### src/rtl/embsync_pkg.sv
package embsync_pkg;

  typedef enum logic [1:0] {
    ST_HUNT   = 2'd0,
    ST_SYNCED = 2'd1,
    ST_ACTIVE = 2'd2
  } sync_state_e;

  typedef struct packed {
    logic f;
    logic v;
    logic h;
    logic ok;
  } trs_info_t;

  // Expected protection nibble for a status word with flags f, v, h.
  function automatic logic [3:0] prot_nibble(input logic f, input logic v, input logic h);
    return {v ^ h, f ^ h, f ^ v, f ^ v ^ h};
  endfunction

endpackage

### src/rtl/embsync_trs_detect.sv
module embsync_trs_detect
  import embsync_pkg::*;
#(
  parameter int DATA_W = 8
) (
  input  logic              clk,
  input  logic              rst_n,
  input  logic [DATA_W-1:0] byte_in,
  output logic              trs_hit,
  output trs_info_t         trs_info
);

  localparam int HIST = 3;
  localparam int SLSB = DATA_W - 8;

  logic [DATA_W-1:0] hist_q [HIST];

  always_ff @(posedge clk or negedge rst_n) begin
    if (!rst_n) begin
      for (int i = 0; i < HIST; i++) hist_q[i] <= '0;
    end else begin
      hist_q[0] <= byte_in;
      for (int i = 1; i < HIST; i++) hist_q[i] <= hist_q[i-1];
    end
  end

  // hist_q[2] is the oldest of the three previous bytes.
  assign trs_hit = (hist_q[2] == '1) && (hist_q[1] == '0) && (hist_q[0] == '0);

  logic [7:0] status;
  assign status     = byte_in[SLSB +: 8];
  assign trs_info.f = status[6];
  assign trs_info.v = status[5];
  assign trs_info.h = status[4];
  assign trs_info.ok = status[7] &&
                       (status[3:0] == prot_nibble(status[6], status[5], status[4]));

  AST_TRS_SPACING: assert property (@(posedge clk) disable iff (!rst_n)
    trs_hit |=> !trs_hit);

endmodule

### src/rtl/embsync_sync_fsm.sv
module embsync_sync_fsm
  import embsync_pkg::*;
#(
  parameter int ACTIVE_BYTES = 1440,
  parameter int LINE_W       = 9,
  parameter int CNT_W        = $clog2(ACTIVE_BYTES + 1)
) (
  input  logic              clk,
  input  logic              rst_n,
  input  logic              trs_hit,
  input  trs_info_t         trs_info,
  output logic              take_byte,
  output logic [CNT_W-1:0]  byte_idx,
  output logic              field_id,
  output logic              vblank,
  output logic [LINE_W-1:0] active_line,
  output logic              sync_error
);

  localparam logic [CNT_W-1:0] LAST_IDX = CNT_W'(ACTIVE_BYTES - 1);

  sync_state_e state_q;
  logic [CNT_W-1:0] cnt_q;

  assign take_byte = (state_q == ST_ACTIVE) && !trs_hit;
  assign byte_idx  = cnt_q;

  always_ff @(posedge clk or negedge rst_n) begin
    if (!rst_n) begin
      state_q     <= ST_HUNT;
      cnt_q       <= '0;
      field_id    <= 1'b0;
      vblank      <= 1'b1;
      active_line <= '0;
      sync_error  <= 1'b0;
    end else begin
      sync_error <= 1'b0;
      if (trs_hit) begin
        if (!trs_info.ok) begin
          sync_error <= 1'b1;
          if (state_q == ST_ACTIVE) state_q <= ST_SYNCED;
        end else begin
          vblank <= trs_info.v;
          if (trs_info.f != field_id) begin
            field_id    <= trs_info.f;
            active_line <= '0;
          end else if (trs_info.h && !trs_info.v) begin
            active_line <= active_line + 1'b1;
          end
          unique case (state_q)
            ST_ACTIVE: begin
              sync_error <= 1'b1;
              state_q    <= ST_SYNCED;
            end
            ST_HUNT: if (trs_info.h) state_q <= ST_SYNCED;
            default: if (!trs_info.h && !trs_info.v) begin
              state_q <= ST_ACTIVE;
              cnt_q   <= '0;
            end
          endcase
        end
      end else if (state_q == ST_ACTIVE) begin
        cnt_q <= cnt_q + 1'b1;
        if (cnt_q == LAST_IDX) state_q <= ST_SYNCED;
      end
    end
  end

  AST_HUNT_NO_ACTIVE: assert property (@(posedge clk) disable iff (!rst_n)
    (state_q == ST_HUNT) |=> (state_q != ST_ACTIVE));

  AST_ERR_PULSE: assert property (@(posedge clk) disable iff (!rst_n)
    sync_error |=> !sync_error);

endmodule

### src/rtl/embsync_pair_demux.sv
module embsync_pair_demux #(
  parameter int DATA_W = 8,
  parameter int CNT_W  = 11,
  parameter int COL_W  = 9,
  parameter int PAIRS  = 360
) (
  input  logic              clk,
  input  logic              rst_n,
  input  logic              take_byte,
  input  logic [CNT_W-1:0]  byte_idx,
  input  logic [DATA_W-1:0] byte_in,
  output logic              pix_valid,
  output logic [DATA_W-1:0] pix_cb,
  output logic [DATA_W-1:0] pix_y0,
  output logic [DATA_W-1:0] pix_cr,
  output logic [DATA_W-1:0] pix_y1,
  output logic [COL_W-1:0]  pair_col
);

  logic [DATA_W-1:0] cb_q, y0_q, cr_q;
  logic [1:0] lane;
  assign lane = byte_idx[1:0];

  always_ff @(posedge clk or negedge rst_n) begin
    if (!rst_n) begin
      cb_q      <= '0;
      y0_q      <= '0;
      cr_q      <= '0;
      pix_valid <= 1'b0;
      pix_cb    <= '0;
      pix_y0    <= '0;
      pix_cr    <= '0;
      pix_y1    <= '0;
      pair_col  <= '0;
    end else begin
      pix_valid <= 1'b0;
      if (take_byte) begin
        unique case (lane)
          2'd0: cb_q <= byte_in;
          2'd1: y0_q <= byte_in;
          2'd2: cr_q <= byte_in;
          default: begin
            pix_valid <= 1'b1;
            pix_cb    <= cb_q;
            pix_y0    <= y0_q;
            pix_cr    <= cr_q;
            pix_y1    <= byte_in;
            pair_col  <= COL_W'(byte_idx >> 2);
          end
        endcase
      end
    end
  end

  AST_COL_RANGE: assert property (@(posedge clk) disable iff (!rst_n)
    pix_valid |-> (int'(pair_col) < PAIRS));

  AST_PAIR_GAP: assert property (@(posedge clk) disable iff (!rst_n)
    pix_valid |=> !pix_valid);

endmodule

### src/rtl/embsync_video_decoder.sv
module embsync_video_decoder
  import embsync_pkg::*;
#(
  parameter int DATA_W       = 8,
  parameter int ACTIVE_BYTES = 1440,
  parameter int LINE_W       = 9
) (
  input  logic              clk,
  input  logic              rst_n,
  input  logic [DATA_W-1:0] vid_byte,
  output logic              pix_valid,
  output logic [DATA_W-1:0] pix_cb,
  output logic [DATA_W-1:0] pix_y0,
  output logic [DATA_W-1:0] pix_cr,
  output logic [DATA_W-1:0] pix_y1,
  output logic [8:0]        pair_col,
  output logic              field_id,
  output logic              vblank,
  output logic [LINE_W-1:0] active_line,
  output logic              sync_error
);

  localparam int CNT_W = $clog2(ACTIVE_BYTES + 1);
  localparam int PAIRS = ACTIVE_BYTES / 4;
  localparam int COL_W = 9;

  logic             trs_hit;
  trs_info_t        trs_info;
  logic             take_byte;
  logic [CNT_W-1:0] byte_idx;

  embsync_trs_detect #(.DATA_W(DATA_W)) u_trs (
    .clk      (clk),
    .rst_n    (rst_n),
    .byte_in  (vid_byte),
    .trs_hit  (trs_hit),
    .trs_info (trs_info)
  );

  embsync_sync_fsm #(
    .ACTIVE_BYTES (ACTIVE_BYTES),
    .LINE_W       (LINE_W),
    .CNT_W        (CNT_W)
  ) u_fsm (
    .clk         (clk),
    .rst_n       (rst_n),
    .trs_hit     (trs_hit),
    .trs_info    (trs_info),
    .take_byte   (take_byte),
    .byte_idx    (byte_idx),
    .field_id    (field_id),
    .vblank      (vblank),
    .active_line (active_line),
    .sync_error  (sync_error)
  );

  embsync_pair_demux #(
    .DATA_W (DATA_W),
    .CNT_W  (CNT_W),
    .COL_W  (COL_W),
    .PAIRS  (PAIRS)
  ) u_demux (
    .clk       (clk),
    .rst_n     (rst_n),
    .take_byte (take_byte),
    .byte_idx  (byte_idx),
    .byte_in   (vid_byte),
    .pix_valid (pix_valid),
    .pix_cb    (pix_cb),
    .pix_y0    (pix_y0),
    .pix_cr    (pix_cr),
    .pix_y1    (pix_y1),
    .pair_col  (pair_col)
  );

  AST_BLANK_NO_PIXELS: assert property (@(posedge clk) disable iff (!rst_n)
    pix_valid |-> !vblank);

endmodule

### config.mk
export PLATFORM = sky130hd
export DESIGN_NAME = embsync_video_decoder
export DESIGN_NICKNAME = d
export VERILOG_FILES = /design/src/rtl/embsync_pkg.sv /design/src/rtl/embsync_trs_detect.sv /design/src/rtl/embsync_sync_fsm.sv /design/src/rtl/embsync_pair_demux.sv /design/src/rtl/embsync_video_decoder.sv
export SDC_FILE = /design/constraint.sdc
export NUM_CORES = 1
export LEC_CHECK = 0
export CAP_MARGIN = 5
export CORE_MARGIN = 3
export CORE_UTILIZATION = 46
export CTS_BUF_LIST = sky130_fd_sc_hd__clkbuf_2 sky130_fd_sc_hd__clkbuf_4 sky130_fd_sc_hd__clkbuf_8
export DETAILED_ROUTE_END_ITERATION = 8
export DONT_BUFFER_PORTS = 1
export HOLD_SLACK_MARGIN = 0.06
export MAX_ROUTING_LAYER = met4
export PLACE_DENSITY_LB_ADDON = 0.05
export SKIP_LAST_GASP = 1
export SYNTH_ARGS = -nofsm -noshare
export SYNTH_HDL_FRONTEND = slang
export SYNTH_SLANG_ARGS = --single-unit
### constraint.sdc
create_clock -name clk -period 2.7 [get_ports clk]
set_input_delay 0.27 -clock clk [delete_from_list [all_inputs] [get_ports clk]]
set_output_delay 0.27 -clock clk [all_outputs]
set_load 0.01 [all_outputs]
# Yosys cells after proc, flatten, opt, wreduce, memory -nomap -nowiden
# Cells that the tools add are included.
# op_classes
addsub	2
eq_ne	11
n_mux	20
n_bitwise	5
reduce_logical	29
# ops
cell	count
$mux 11	5
$mux 9	2
$logic_not 8->1	2
$mux 2	7
$add 11x1->11 const B	1
$eq 11x11->1 const B	1
$reduce_and 2->1	5
$add 9x1->9 const B	1
$eq 8x8->1 const B	1
$reduce_bool 2->1	4
$logic_and 1x1->1	6
$ne 2x2->1 const B	3
$reduce_and 3->1	2
$mux 1	5
$reduce_and 5->1	1
$eq 2x2->1 const B	2
$eq 4x4->1	1
$logic_not 2->1	2
$ne 4x4->1 const B	1
$pmux 2 s2	1
$reduce_and 4->1	1
$xor 1x1->1	4
$logic_not 1->1	3
$reduce_bool 3->1	1
other kinds (5)	5
# totals
register_bits	115
in_bits	10
out_inout_bits	54
word_cells	85

# Logic depth before layout (Yosys ltp)
# depth
ltp_word	6
mapped_depth	8
depth_no_buf	7

# Cells and area by module
# Synthesis repeated with hierarchy kept, for this count alone.
# hier_totals
cells_unflattened	319
hier_area_um2	4578.1
# by_module_without_submodules
module	instances	cells_each	area_each_um2	seq_area_each_um2
embsync_pair_demux	1	140	2483.6	1651.6
embsync_sync_fsm	1	127	1287.5	626.9
embsync_trs_detect	1	52	807.0	600.6

# Worst setup path before layout
# No wires, ideal clock.
# synth_timing
path_type	input to register
start	input port vid_byte[0]
end	register u_fsm.active_line[4]
setup_time_ns	0.092
arrival_time_ns	2.163
required_ns	2.608
path_slack_ns	0.445
cell_stages	8
n_path_buf	3
cell_sequence	buf_2 > and4bb_2 > nor4_1 > or4_1 > buf_2 > or4_4 > buf_6 > o31ai_2
# synth_via
elab_chain_cells	3
# synth_lines
item	line_no	text
start, declared	embsync_video_decoder.sv:10	input logic [DATA_W-1:0] vid_byte,
$eq 4x4->1	embsync_trs_detect.sv:36	(status[3:0] == prot_nibble(status[6], status[5], status[4]));
$logic_and 1x1->1	embsync_trs_detect.sv:35	assign trs_info.ok = status[7] &&
$reduce_and 3->1 (no source line)	--	
end signal, assigned	embsync_sync_fsm.sv:48	active_line <= active_line + 1'b1;
end, declared	embsync_sync_fsm.sv:16	output logic [LINE_W-1:0] active_line,
# Every way passes these cells.
# A chain may end at the register's enable or synchronous reset.

# Final worst setup path
# layout_timing
start	register u_trs.hist_q[19] (netlist bit)
end	register u_fsm.active_line[2]
# layout_via
elab_chain_cells	3
# layout_lines
item	line_no	text
start, declared	embsync_trs_detect.sv:16	logic [DATA_W-1:0] hist_q [HIST];
$logic_not 8->1	embsync_trs_detect.sv:28	assign trs_hit = (hist_q[2] == '1) && (hist_q[1] == '0) && (hist_q[0] == '0);
$logic_and 1x1->1	embsync_trs_detect.sv:28	
$reduce_and 3->1 (no source line)	--	
# Every way passes these cells.

==> impl_metrics.py <==
metrics = {
    "status": {
        "outcome": "finished, violations left",
        "violations": "negative hold slack",
    },
    "sta": {
        "whs_ps": -455,
        "rsz0062_at_grt": "no",
        "min_period_ps": 2320,
        "hold_violations": 115,
        "finalWorstSetupSlack_ps": 377,
        "drv_slew": 0,
        "worst_pin_slew_ps": 559,
        "setup_viol": 0,
        "skew_ps": 12.0,
        "slew_headroom_pct": 62.6,
        "finalSetupTns_ps": 0,
        "clock.fmax_ghz": 0.431,
        "timing.final.crit_share_pct": 86.0,
    },
    "routing": {
        "ant_nets": 0,
        "via_per_inst": 5.59,
        "drc": 0,
        "drtIter0Drc": 107,
        "wl_per_cell_um": 18.5,
        "vias": 2846,
        "dr.pass1.iters": 4,
        "wl_mm": 9.43,
    },
    "clock_tree": {
        "cts_buffer_depth": 2,
        "clk_pin_slew_worst_paths_ps": 70,
        "hold_buffers": 8,
        "htreeDepth": 4,
        "cts-root-buf": "clkbuf_8",
        "cts_sinks": 115,
        "cts_buffers": 17,
        "post_cts_resized": 0,
        "cts_tree": "done",
        "insertion_delay_ps": 420,
        "cts_setup_buffers": 0,
    },
    "finish": {
        "instances_no_fill": 509,
        "drive_gt1_share_pct": 31.6,
        "register_area_sq_um": 2880,
        "fillers": 859,
        "multiInputGateArea_sq_um": 1760,
        "n_antenna_cell": 0,
        "nets": 383,
        "area_growth_pct": 13.5,
    },
    "logic_synthesis": {
        "yosys_most_used_dff": "dfrtp_1",
        "synth-edff-count": 0,
        "synth_fp_nets": 368,
        "synth-seq-area-share_pct": 60.4,
        "ys.warnings.count": 0,
        "synth_top_area_share_pct": 59.9,
        "yosysTopAreaCell": "dfrtp_1",
        "post_synth_num_cell_types": 46,
        "synth.area.top_cells": "dfrtp_1, mux2_2, ha_1",
        "synthTopCellsByCount": "dfrtp_1, mux2_2, clkbuf_1, nor2_1, nand3_1",
        "synth-seq-cells": 115,
        "async_flop_share_pct": 100,
        "yosysMostFrequentCell": "dfrtp_1",
        "syn_area_per_cell_sq_um": 13.6,
        "synthesis.area_sq_um": 4770,
        "postSynthCellCount": 350,
    },
    "worst_setup_path": {
        "crit_fanout": 21,
        "path_class": "reg -> reg",
        "cp_data_arrival_time_ps": 2650,
        "cp-start-kind": "flop",
        "cp_data_required_time_ps": 3030,
        "path_cells": "nor4_1 -> nand4_1 -> or2_2 -> or4_4 -> o31ai_2",
        "r2r_cells": 5,
        "slowest_delay_ps": 680,
        "cp_top_family": "simple AND/OR/NAND/NOR gates",
        "cp.depth": 5,
        "cp_slowest_cell": "or4_4",
        "end_kind": "flop",
        "worst-path-buf-inv": 0,
    },
    "place": {
        "dp_hpwl_mm": 5.64,
        "port-buffer-count": 0,
        "gp_congestion": 0.736,
        "dp.cells": 471,
        "dp_slack_ps": 349,
    },
    "pwr": {
        "p_comb_share_pct": 10.7,
        "power.total_mw": 4.63,
        "pwr-share-clk_pct": 36.3,
        "netSwitchingFraction_pct": 26.7,
        "power.switching_mw": 1.24,
        "internal_power_mw": 3.40,
        "vdd_drop_max_v": 0.000493,
        "power_density_nw_per_um2": 856,
        "p_seq_share_pct": 52.9,
        "leakagePower_nw": 2.30,
    },
    "floorplan": {
        "rows": 36,
        "pin_count": 64,
        "die_w_um": 108,
        "start_util_pct": 48.1,
        "core_sq_um": 9910,
        "dieArea_sq_um": 11600,
        "die_y_um": 108,
    },
    "global_routing": {
        "antenna_found_initial": 0,
        "grt_pass1_vias": 2961,
        "track_usage_pct": 18.2,
        "grt_overflow": 0,
        "grt_max_degree": 116,
        "grt_pass1_wl_mm": 15.6,
    },
    "worst_hold_path": {
        "hold_class": "in -> async",
    },
    "job": {
        "drv_cap": 0,
    },
}
-- final cells by class --
class                      instances  share of cell area, %
clock buffer                      19                   4.72
clock inverter                    11                   2.98
tap                              133                   3.08
timing repair buffer              17                   2.96
multi-input combinational        206                   32.5
inverter                           8                  0.555
sequential                       115                   53.2
-- state kept, by name, summed over array words and instances, names as in the netlist, 8 cells and up --
name               cells
u_demux.pix_y0         8
u_fsm.active_line      9
u_demux.y0_q           8
u_demux.pix_y1         8
u_demux.pix_cr         8
u_fsm.byte_idx        11
u_demux.pair_col       9
u_trs.hist_q          24
u_demux.pix_cb         8
u_demux.cr_q           8
u_demux.cb_q           8
-- power groups by stage --
| stage | Sequential, mW | Clock [mW] | Combinational (mW) |
|---|---|---|---|
| floorplan | 2.40 | 0 | 0.432 |
| finish | 2.45 | 1.68 | 0.497 |
| global route | 2.51 | 1.81 | 0.567 |
| detailed placement | 2.49 | 0 | 0.476 |
| global placement | 2.49 | 0 | 0.464 |
| CTS | 2.47 | 1.73 | 0.503 |
-- cell usage in the layout (no fill, tap or decap), types with 2 or more instances in the layout --
cell type / netlist / final
nor2_1: 14 / 14
o41ai_1: 8 / 8
nand2_1: 10 / 10
nor4bb_1: 3 / 3
mux2_2: 67 / 67
o21ai_1: 3 / 3
ha_1: 8 / 8
and2_1: 3 / 3
nand4_1: 6 / 6
inv_1: 8 / 8
o211ai_1: 4 / 4
buf_4: 1 / 8
nor4_1: 8 / 8
nor4b_1: 2 / 2
clkbuf_8: 0 / 18
or3_1: 2 / 2
bufinv_16: 0 / 4
dfrtp_1: 114 / 114
clkinv_2: 0 / 5
a21oi_1: 4 / 4
nor2b_1: 2 / 2
and4_1: 5 / 5
nor3_1: 4 / 4
o31ai_2: 6 / 6
o21ai_0: 3 / 3
or2_2: 2 / 2
dlygate4sd3_1: 0 / 8
xor2_1: 9 / 9
xnor2_1: 2 / 2
nand3_1: 11 / 10
o2111ai_1: 5 / 5
-- final timing paths --
path	from	end	slack (ps)
min in group clk	vid_byte[6]	u_fsm.active_line[8]$_DFFE_PN0P_	200
worst max register to register	u_trs.hist_q[19]$_DFF_PN0_	u_fsm.active_line[2]$_DFFE_PN0P_	380
worst min-delay path	rst_n	u_demux.pix_valid$_DFF_PN0_	-450
worst max-delay path	u_trs.hist_q[19]$_DFF_PN0_	u_fsm.active_line[2]$_DFFE_PN0P_	380
worst min register to register	u_trs.hist_q[13]$_DFF_PN0_	u_trs.hist_q[5]$_DFF_PN0_	380
max in group asynchronous	rst_n	u_fsm.vblank$_DFFE_PN1P_	2940
-- layer usage --
layer / wire (um) / track usage [%] / vias up
met5: 0 / - / -
met3: 581 / 7.56 / 7
met4: 71 / 5.41 / 0
met2: 4440 / 27.3 / 56
li1: - / - / 1311
met1: 4340 / 22.8 / 1472
-- cells by family after synthesis --
kind of cell | after synthesis | share of synthesized area (%)
buffers and inverters | 29 | 2.78
adders and majority gates | 8 | 2.10
muxes | 67 | 15.8
and+or+nand+nor | 79 | 9.85
DFF | 115 | 60.4
AOI/OAI and AO/OA | 41 | 7.01
xor gates and xnor gates | 11 | 2.02
-- per-stage QoR --
stage / cell area (sq um) / utilization [%]
floorplan: 4770 / -
global placement: 4910 / 49.6
detailed placement: 4910 / 49.6
CTS: 5410 / 54.6
global route: 5410 / 54.6
finish: 5410 / 54.6
No activity file was read; power rests on OpenSTA's default activity.
